==> src/rtl/gpio_regbank.sv <==
module gpio_regbank #(
  parameter int ADDR_W = 8,
  parameter int BUS_W = 32,
  parameter logic [15:0] STATUS_VAL = 16'h0002
) (
  input  logic              clk,
  input  logic              rst_n,
  input  logic [ADDR_W-1:0] addr,
  input  logic [BUS_W-1:0]  wdata,
  input  logic              we,
  output logic [15:0]       rdata,
  input  logic [15:0]       in_stb,
  input  logic [15:0]       in_val,
  output logic [15:0]       gpio_out,
  output logic [15:0]       gpio_upd
);
  localparam int DW = 16;
  localparam int OW = 6;
  localparam logic [OW-1:0] A_MODE = 6'h00, A_CFGA = 6'h04, A_STAT = 6'h08,
                            A_PWR = 6'h0C, A_CFGB = 6'h10, A_TRIG = 6'h14,
                            A_MSK = 6'h18, A_IST = 6'h1C, A_DIR = 6'h20,
                            A_LVW = 6'h24, A_LVR = 6'h28;
  localparam logic [DW-1:0] PWR_FORCE = 16'h8040;

  logic [DW-1:0] mode_q, cfga_q, pwr_q, cfgb_q, trig_q, msk_q, ist_q;
  logic [DW-1:0] dir_q, lvl_q, out_q, upd_q;

  wire [OW-1:0] off = addr[OW-1:0];
  wire [DW-1:0] wd = wdata[DW-1:0];
  wire wr_lvl = we && (off == A_LVW || off == A_LVR);
  wire [DW-1:0] masked = lvl_q & dir_q;

  always_ff @(posedge clk or negedge rst_n) begin
    if (!rst_n) begin
      mode_q <= '0; cfga_q <= '0; pwr_q <= '0; cfgb_q <= '0;
      trig_q <= '0; msk_q <= '0; ist_q <= '0; dir_q <= '0;
    end else if (we) begin
      case (off)
        A_MODE: mode_q <= wd;
        A_CFGA: cfga_q <= wd;
        A_PWR:  pwr_q  <= wd[7] ? (wd | PWR_FORCE) : wd;
        A_CFGB: cfgb_q <= wd;
        A_TRIG: trig_q <= wd;
        A_MSK:  msk_q  <= wd;
        A_IST:  ist_q  <= wd;
        A_DIR:  dir_q  <= wd;
        default: ;
      endcase
    end
  end

  always_ff @(posedge clk or negedge rst_n) begin
    if (!rst_n)      lvl_q <= '0;
    else if (wr_lvl) lvl_q <= wd & dir_q;
    else             lvl_q <= (lvl_q & ~in_stb) | (in_val & in_stb);
  end

  always_ff @(posedge clk or negedge rst_n) begin
    if (!rst_n) begin
      out_q <= '0;
      upd_q <= '0;
    end else begin
      out_q <= masked;
      upd_q <= masked ^ out_q;
    end
  end

  always_comb begin
    case (off)
      A_MODE: rdata = mode_q;
      A_CFGA: rdata = cfga_q;
      A_STAT: rdata = STATUS_VAL;
      A_PWR:  rdata = pwr_q;
      A_CFGB: rdata = cfgb_q;
      A_TRIG: rdata = trig_q;
      A_MSK:  rdata = msk_q;
      A_IST:  rdata = ist_q;
      A_DIR:  rdata = dir_q;
      A_LVW, A_LVR: rdata = lvl_q;
      default: rdata = '0;
    endcase
  end

  assign gpio_out = out_q;
  assign gpio_upd = upd_q;
endmodule


==> config.mk <==
export PLATFORM = sky130hd
export DESIGN_NAME = gpio_regbank
export DESIGN_NICKNAME = d
export VERILOG_FILES = /design/src/rtl/gpio_regbank.sv
export SDC_FILE = /design/constraint.sdc
export NUM_CORES = 1
export LEC_CHECK = 0
export ABC_CLOCK_PERIOD_IN_PS = 4100
export BUFFER_PORTS_ARGS = -buffer_cell sky130_fd_sc_hd__buf_2
export CAP_MARGIN = 20
export CELL_PAD_IN_SITES_DETAIL_PLACEMENT = 0
export CELL_PAD_IN_SITES_GLOBAL_PLACEMENT = 1
export CORE_AREA = 2 2 128 130
export CTS_BUF_LIST = sky130_fd_sc_hd__clkbuf_8
export DETAILED_ROUTE_END_ITERATION = 8
export DIE_AREA = 0 0 130 132
export PLACE_DENSITY_LB_ADDON = 0.1
export SETUP_SLACK_MARGIN = 0.4
export SYNTH_ARGS = -nofsm -noshare
export SYNTH_HDL_FRONTEND = slang
export SYNTH_SLANG_ARGS = --single-unit
==> constraint.sdc <==
create_clock -name clk -period 4.1 [get_ports clk]
set_clock_uncertainty 0.1 [all_clocks]
set_input_delay 0.41 -clock clk [delete_from_list [all_inputs] [get_ports clk]]
set_output_delay 0.41 -clock clk [all_outputs]
set_load 0.02 [all_outputs]
==> results of run 1 <==
-- worst min path at each step --
stage | to | cells past startpoint
floorplan | asynchronous set/reset pin | 0
finish | flip-flop | 3
CTS | flip-flop | 3
global route | flip-flop | 3
global placement | gpio_upd[2] | 1
detailed placement | gpio_upd[2] | 1
-- layer usage --
layer / track usage / wire length [µm]
met4: 0.06691 / 246
met3: 0.03856 / 960
met1: 0.3327 / 8724
met5: 0 / 0
met2: 0.3406 / 8490
-- sequential cells by signal, summed over array words and instances, names as in the netlist, named ones only --
register,flops
gpio_upd,16
msk_q,16
cfga_q,16
ist_q,16
pwr_q,16
gpio_out,16
mode_q,16
cfgb_q,16
trig_q,16
dir_q,16
-- cells in the final DEF (no fill, tap or decap), types with 2 or more instances in the layout --
cell / netlist / final
a211o_1: 3 / 3
a211oi_1: 3 / 3
a21oi_1: 47 / 47
a22o_1: 3 / 3
a22oi_1: 17 / 17
and2_1: 16 / 16
and3_1: 2 / 2
buf_12: 2 / 2
buf_2: 11 / 103
buf_4: 4 / 9
bufinv_16: 0 / 2
clkbuf_8: 0 / 19
clkinv_2: 0 / 2
clkinv_4: 0 / 3
clkinvlp_4: 0 / 4
dfrtp_1: 176 / 176
inv_1: 1 / 2
mux2_1: 10 / 10
mux2_2: 118 / 118
mux2_4: 16 / 16
mux2i_1: 32 / 32
mux4_2: 12 / 12
nand2_1: 12 / 12
nand2_2: 2 / 2
nand3_1: 3 / 3
nand3b_1: 2 / 2
nor2_1: 21 / 21
nor2_2: 2 / 2
nor2_8: 2 / 2
nor2b_1: 2 / 2
nor4b_4: 2 / 2
o21ai_0: 2 / 2
o221ai_1: 11 / 11
o32ai_1: 3 / 3
or4_1: 2 / 2
xor2_1: 16 / 16
-- stage by stage --
| step | instances | hold slack, ns |
|---|---|---|
| after floorplan | 580 | 0.01441 |
| after global placement | 878 | 0.3436 |
| after detailed placement | 878 | 0.3507 |
| after CTS | 911 | 0.1289 |
| after global routing | 911 | 0.1611 |
| final | 911 | 0.1578 |
-- worst max-delay path, stage by stage --
cell,delay [ns]
buf_2,0.17
or3_1,0.17
or2_0,0.83
nor4b_1,0.12
or4_1,0.58
buf_2,0.19
-- final cells by class --
cell class,instances,area [µm²],share of cell area
well taps,216,270.3,0.02943
inverters,1,3.754,0.0004088
clock inverters,13,138.9,0.01512
clock buffers,19,261.5,0.02848
multi-input cells,370,3460,0.3768
flip-flops and latches,176,4404,0.4796
repair buffers,116,644.4,0.07017
-- repair_timing --
item,in CTS,in global routing
setup buffers,0,0
hold endpoints to repair,93,0
hold buffers,1,0
-- power breakdown --
group | switching, µW | total (µW) | internal (µW)
clock network | 624 | 1200 | 574
registers | 125 | 2080 | 1960
logic | 304 | 612 | 309
total | 1050 | 3890 | 2840
-- cells in the mapped netlist (11+ instances only) --
| master | count | area (µm²) |
|---|---|---|
| mux2_2 | 118 | 1329 |
| mux2_4 | 16 | 240.2 |
| mux2i_1 | 32 | 320.3 |
| a22oi_1 | 17 | 127.6 |
| a21oi_1 | 47 | 235.2 |
| and2_1 | 16 | 100.1 |
| clkbuf_1 | 13 | 48.80 |
| buf_2 | 11 | 55.05 |
| xor2_1 | 16 | 140.1 |
| nand2_1 | 12 | 45.04 |
| nor2_1 | 21 | 78.83 |
| o221ai_1 | 11 | 96.34 |
| mux4_2 | 12 | 270.3 |
| dfrtp_1 | 176 | 4404 |
-- kinds of logic after synthesis --
family / share of synthesized area
xor gates and xnor gates: 0.01737
and+or+nand+nor: 0.05475
AOI/OAI and AO/OA: 0.07506
buffers and inverters: 0.02528
muxes: 0.2816
DFF: 0.5459
==> metrics.txt, run 1 <==
outcome complete, no violations; Least-Margin Pin Slew 1.078 ns; Total Power 3894 µW; routed wire length per instance 20.22 µm; nets@finish 757; critical path launch point addr[1]; post-route ant nets 0; FILL cells 1323; Worst Setup Path Type input pin to output pin; routed vias/inst 5.604; vias in the first global route 5357; sequential area share after synthesis 0.5459; row count 46; Final Instance Area 9183 µm²; Synth async-reset ratio 1.000; HP Start in_val[3]; Die H 132 µm; Initial Util 0.5135; ANT cells 0; DR iter-0 viols 280; Avg Cell Area, Syn 13.91 µm²; Post-DP HPWL 12.19 mm; final estimated routing congestion in global placement 0.8538; Ys Warns 0; post-synth cell types 43; critical path peak fanout 15; Post-synth EDFFs 0; Main synth FF type dfrtp_1; CP required 3.59 ns; DR vias 5105; min cycle time layout 2.989 ns; die area 17160 µm²; R2R cell count 2; VDD IR max 199.0 µV; worst reg-to-reg setup slack 3.13 ns; clk buf depth 2; number of port buffers 104; Residual DRC 0; cts bufs inserted 17; Crit path arrival time 2.48 ns; post-route setup TNS 0 ns; count of final setup violators 0; I/O Pins 123; Hold Path Class input pin to flip-flop; Area Overhead vs Synth 13.82%; reg2reg end gpio_upd[14]; final period utilization 0.7291; maximum clock rate 0.3345 GHz; worst skew pair latency 0.45 ns; CTS tree built; Clock transition at path regs 0.08 ns; P_leak 0.004608 µW; Setup crit start kind input pin; CP Capture Type output pin; Max Transition Viols Final 0; H-tree depth 4; Pre-Repair DR Iteration Count 4; clk root buf clkbuf_8; layout cells sized above 1 0.4317; count of final hold-check violations 0; Setup crit end rdata[13]; Final Worst Setup Slack 1.111 ns; Max-cap violations 0; Post-Syn Instances 580; #FFs+latches synth 176; GRT Total Usage 0.2245; utilization after layout 0.5844; Placed Area 8772 µm²; first-pass GRT wire length 29.50 mm; Slew HR 0.2815; antenna violations before repair 0; pwr/cell area 424.0 nW/µm²; grt ovf 0; Synthesized Nets 655; unrepaired setup endpoints after global routing false; Chip Width 130 µm; largest net degree at the start of global routing 95; Post-Route WL 18.42 mm; post-cts resize count 0; pre-CTS WS 1.094 ns; Core Region 15710 µm²; clock sinks 176; mapped cell area 8068 µm²
(Power assumes the default switching activity.)
==> run 2, diff against run 1 <==
--- a/config.mk
+++ b/config.mk
@@ -5,15 +5,15 @@
 export SDC_FILE = /design/constraint.sdc
 export NUM_CORES = 1
 export LEC_CHECK = 0
-export ABC_CLOCK_PERIOD_IN_PS = 4100
+export ABC_CLOCK_PERIOD_IN_PS = 2500
 export BUFFER_PORTS_ARGS = -buffer_cell sky130_fd_sc_hd__buf_2
 export CAP_MARGIN = 20
 export CELL_PAD_IN_SITES_DETAIL_PLACEMENT = 0
 export CELL_PAD_IN_SITES_GLOBAL_PLACEMENT = 1
-export CORE_AREA = 2 2 128 130
+export CORE_AREA = 2 2 139 141
 export CTS_BUF_LIST = sky130_fd_sc_hd__clkbuf_8
 export DETAILED_ROUTE_END_ITERATION = 8
-export DIE_AREA = 0 0 130 132
+export DIE_AREA = 0 0 141 143
 export PLACE_DENSITY_LB_ADDON = 0.1
 export SETUP_SLACK_MARGIN = 0.4
 export SYNTH_ARGS = -nofsm -noshare
==> constraint.sdc (replaced) <==
create_clock -name clk -period 2.5 [get_ports clk]
set_clock_uncertainty 0.1 [all_clocks]
set_input_delay 0.25 -clock clk [delete_from_list [all_inputs] [get_ports clk]]
set_output_delay 0.25 -clock clk [all_outputs]
set_load 0.02 [all_outputs]
==> metrics.txt, run 2 (synthesis gave the netlist of run 1 again) <==
outcome complete, no violations; Initial Util 0.4342; unrepaired setup endpoints after global routing true; count of final setup violators 0; clk buf depth 2; grt ovf 0; most used cell, CP a211oi_2; Total Power 6594 µW; final period utilization 0.8836; CTS tree built; crit-path cells and3_1, a211oi_2, a211oi_2, or4_4, buf_6; Core Region 18580 µm²; fin cells 968; CP max stage delay 0.43 ns; pre-CTS WS 0.2101 ns; post-route ant nets 0; CP required 2.15 ns; Max Transition Viols Final 0; Pre-Repair DR Iteration Count 4; layout cells sized above 1 0.4925; clk root buf clkbuf_8; maximum clock rate 0.4527 GHz; vias in the first global route 5468; Final Worst Setup Slack 0.2911 ns; Worst Setup Path Type flip-flop to output pin; GRT Total Usage 0.2015; critical path peak fanout 2; largest net degree at the start of global routing 62; Post-Route WL 19.47 mm; DR iter-0 viols 239; Max-cap violations 0; Die H 143 µm; nets@finish 798; Hold Path Class input pin to flip-flop; CP max-delay cell or4_4; row count 50; Chip Width 141 µm; antenna violations before repair 1; Slew HR 0.6944; number of port buffers 104; hold path depth 3; I/O Pins 123; FILL cells 1604; min cycle time layout 2.209 ns; clock sinks 176; final estimated routing congestion in global placement 0.8099; post-route setup TNS 0 ns; internal power 4821 µW; die area 20160 µm²; Setup crit start kind flip-flop; H-tree depth 4; P_leak 0.004847 µW; Sw Share 0.2689; VDD IR max 312.4 µV; cts bufs inserted 17; routed vias/inst 5.421; Area Overhead vs Synth 22.13%; R2R cell count 3; Residual DRC 0; worst skew pair latency 0.46 ns; CP Capture Type output pin; Switch Pwr 1773 µW; Clock power frac 0.310; DR vias 5248; Clock transition at path regs 0.09 ns; first-pass GRT wire length 30.75 mm; Post-DP HPWL 13.38 mm; combinational share of power 0.171; routed wire length per instance 20.11 µm; dpl cells 914; pwr/cell area 669.2 nW/µm²; most common cell after layout, fill and taps aside dfrtp_1; sequential power share 0.519; Crit path arrival time 1.86 ns; Least-Margin Pin Slew 0.4574 ns; count of final hold-check violations 0; most frequent cells in the layout dfrtp_1 (176), mux2_2 (118), buf_2 (90)
-- run 2: cell types whose count changed in the layout (fill, tap and decap cells not counted), sizes merged --
cell	before	now
inv	3	2
dlygate4sd3	1	19
bufinv	2	3
clkinv	5	4
clkinvlp	4	2
buf	115	138
diode	0	1
-- run 2: routing by layer --
metal	GRT usage	part of all wire	up-vias
met5	0	0	-
met4	0.05105	0.012	0
met3	0.04359	0.045	15
met2	0.3202	0.47	111
met1	0.2837	0.47	2689
li1	-	-	2433
-- run 2: final cells by class --
cell class | count | area, µm² | share of cell area
inverter | 1 | 3.754 | 0.0003810
multi-input combinational | 370 | 3674 | 0.3728
antenna | 1 | 2.502 | 0.0002540
timing repair buffer | 157 | 1077 | 0.1093
clock buffer | 19 | 261.5 | 0.02654
clock inverter | 10 | 137.6 | 0.01397
tap | 234 | 292.8 | 0.02971
sequential | 176 | 4404 | 0.4470
-- run 2: timing repair --
item | 4_1_cts | 5_1_grt
hold buffers | 19 | 0
setup buffers | 2 | 3
endpoints found under the setup margin | 16 | 16
endpoints found under the hold margin | 160 | 0
pin swaps | 5 | 14
resized for setup | 29 | 35
-- run 2: worst paths after layout --
path / slack (ns) / end / start
min reg2reg: 0.35 / gpio_upd[8] / gpio_out[8]
max reg2reg: 1.08 / flip-flop / flip-flop
min: 0.02 / flip-flop / in_stb[14]
max: 0.29 / rdata[13] / pwr_q[13]
min in group asynchronous: 0.14 / gpio_upd[0] / rst_n
max in group asynchronous: 1.49 / mode_q[12] / rst_n
-- run 2: per-stage QoR --
| stage | hold WS, ns | utilization | instance area [µm²] |
|---|---|---|---|
| final | 0.02188 | 0.5303 | 9853 |
| after global routing | 0.008684 | 0.5302 | 9851 |
| after CTS | 0.0001090 | 0.5209 | 9678 |
| after detailed placement | 0.07194 | 0.4820 | 8955 |
| after global placement | 0.06787 | 0.4820 | 8955 |
| after floorplan | -0.1456 | - | 8068 |
-- run 2: critical path, delay by kind of cell (launching register included) --
kind	cells	cell delay, ns
simple gates	2	0.59
compound gates	2	0.27
flops	1	0.40
buf+inv	1	0.15
-- run 2: power by group through the flow --
stage,logic (µW),registers [µW],clock network [µW]
global route,1230,3470,2220
detailed placement,1040,3470,0
floorplan,597,3500,0
finish,1130,3420,2040
global placement,1010,3450,0
CTS,1100,3420,2100
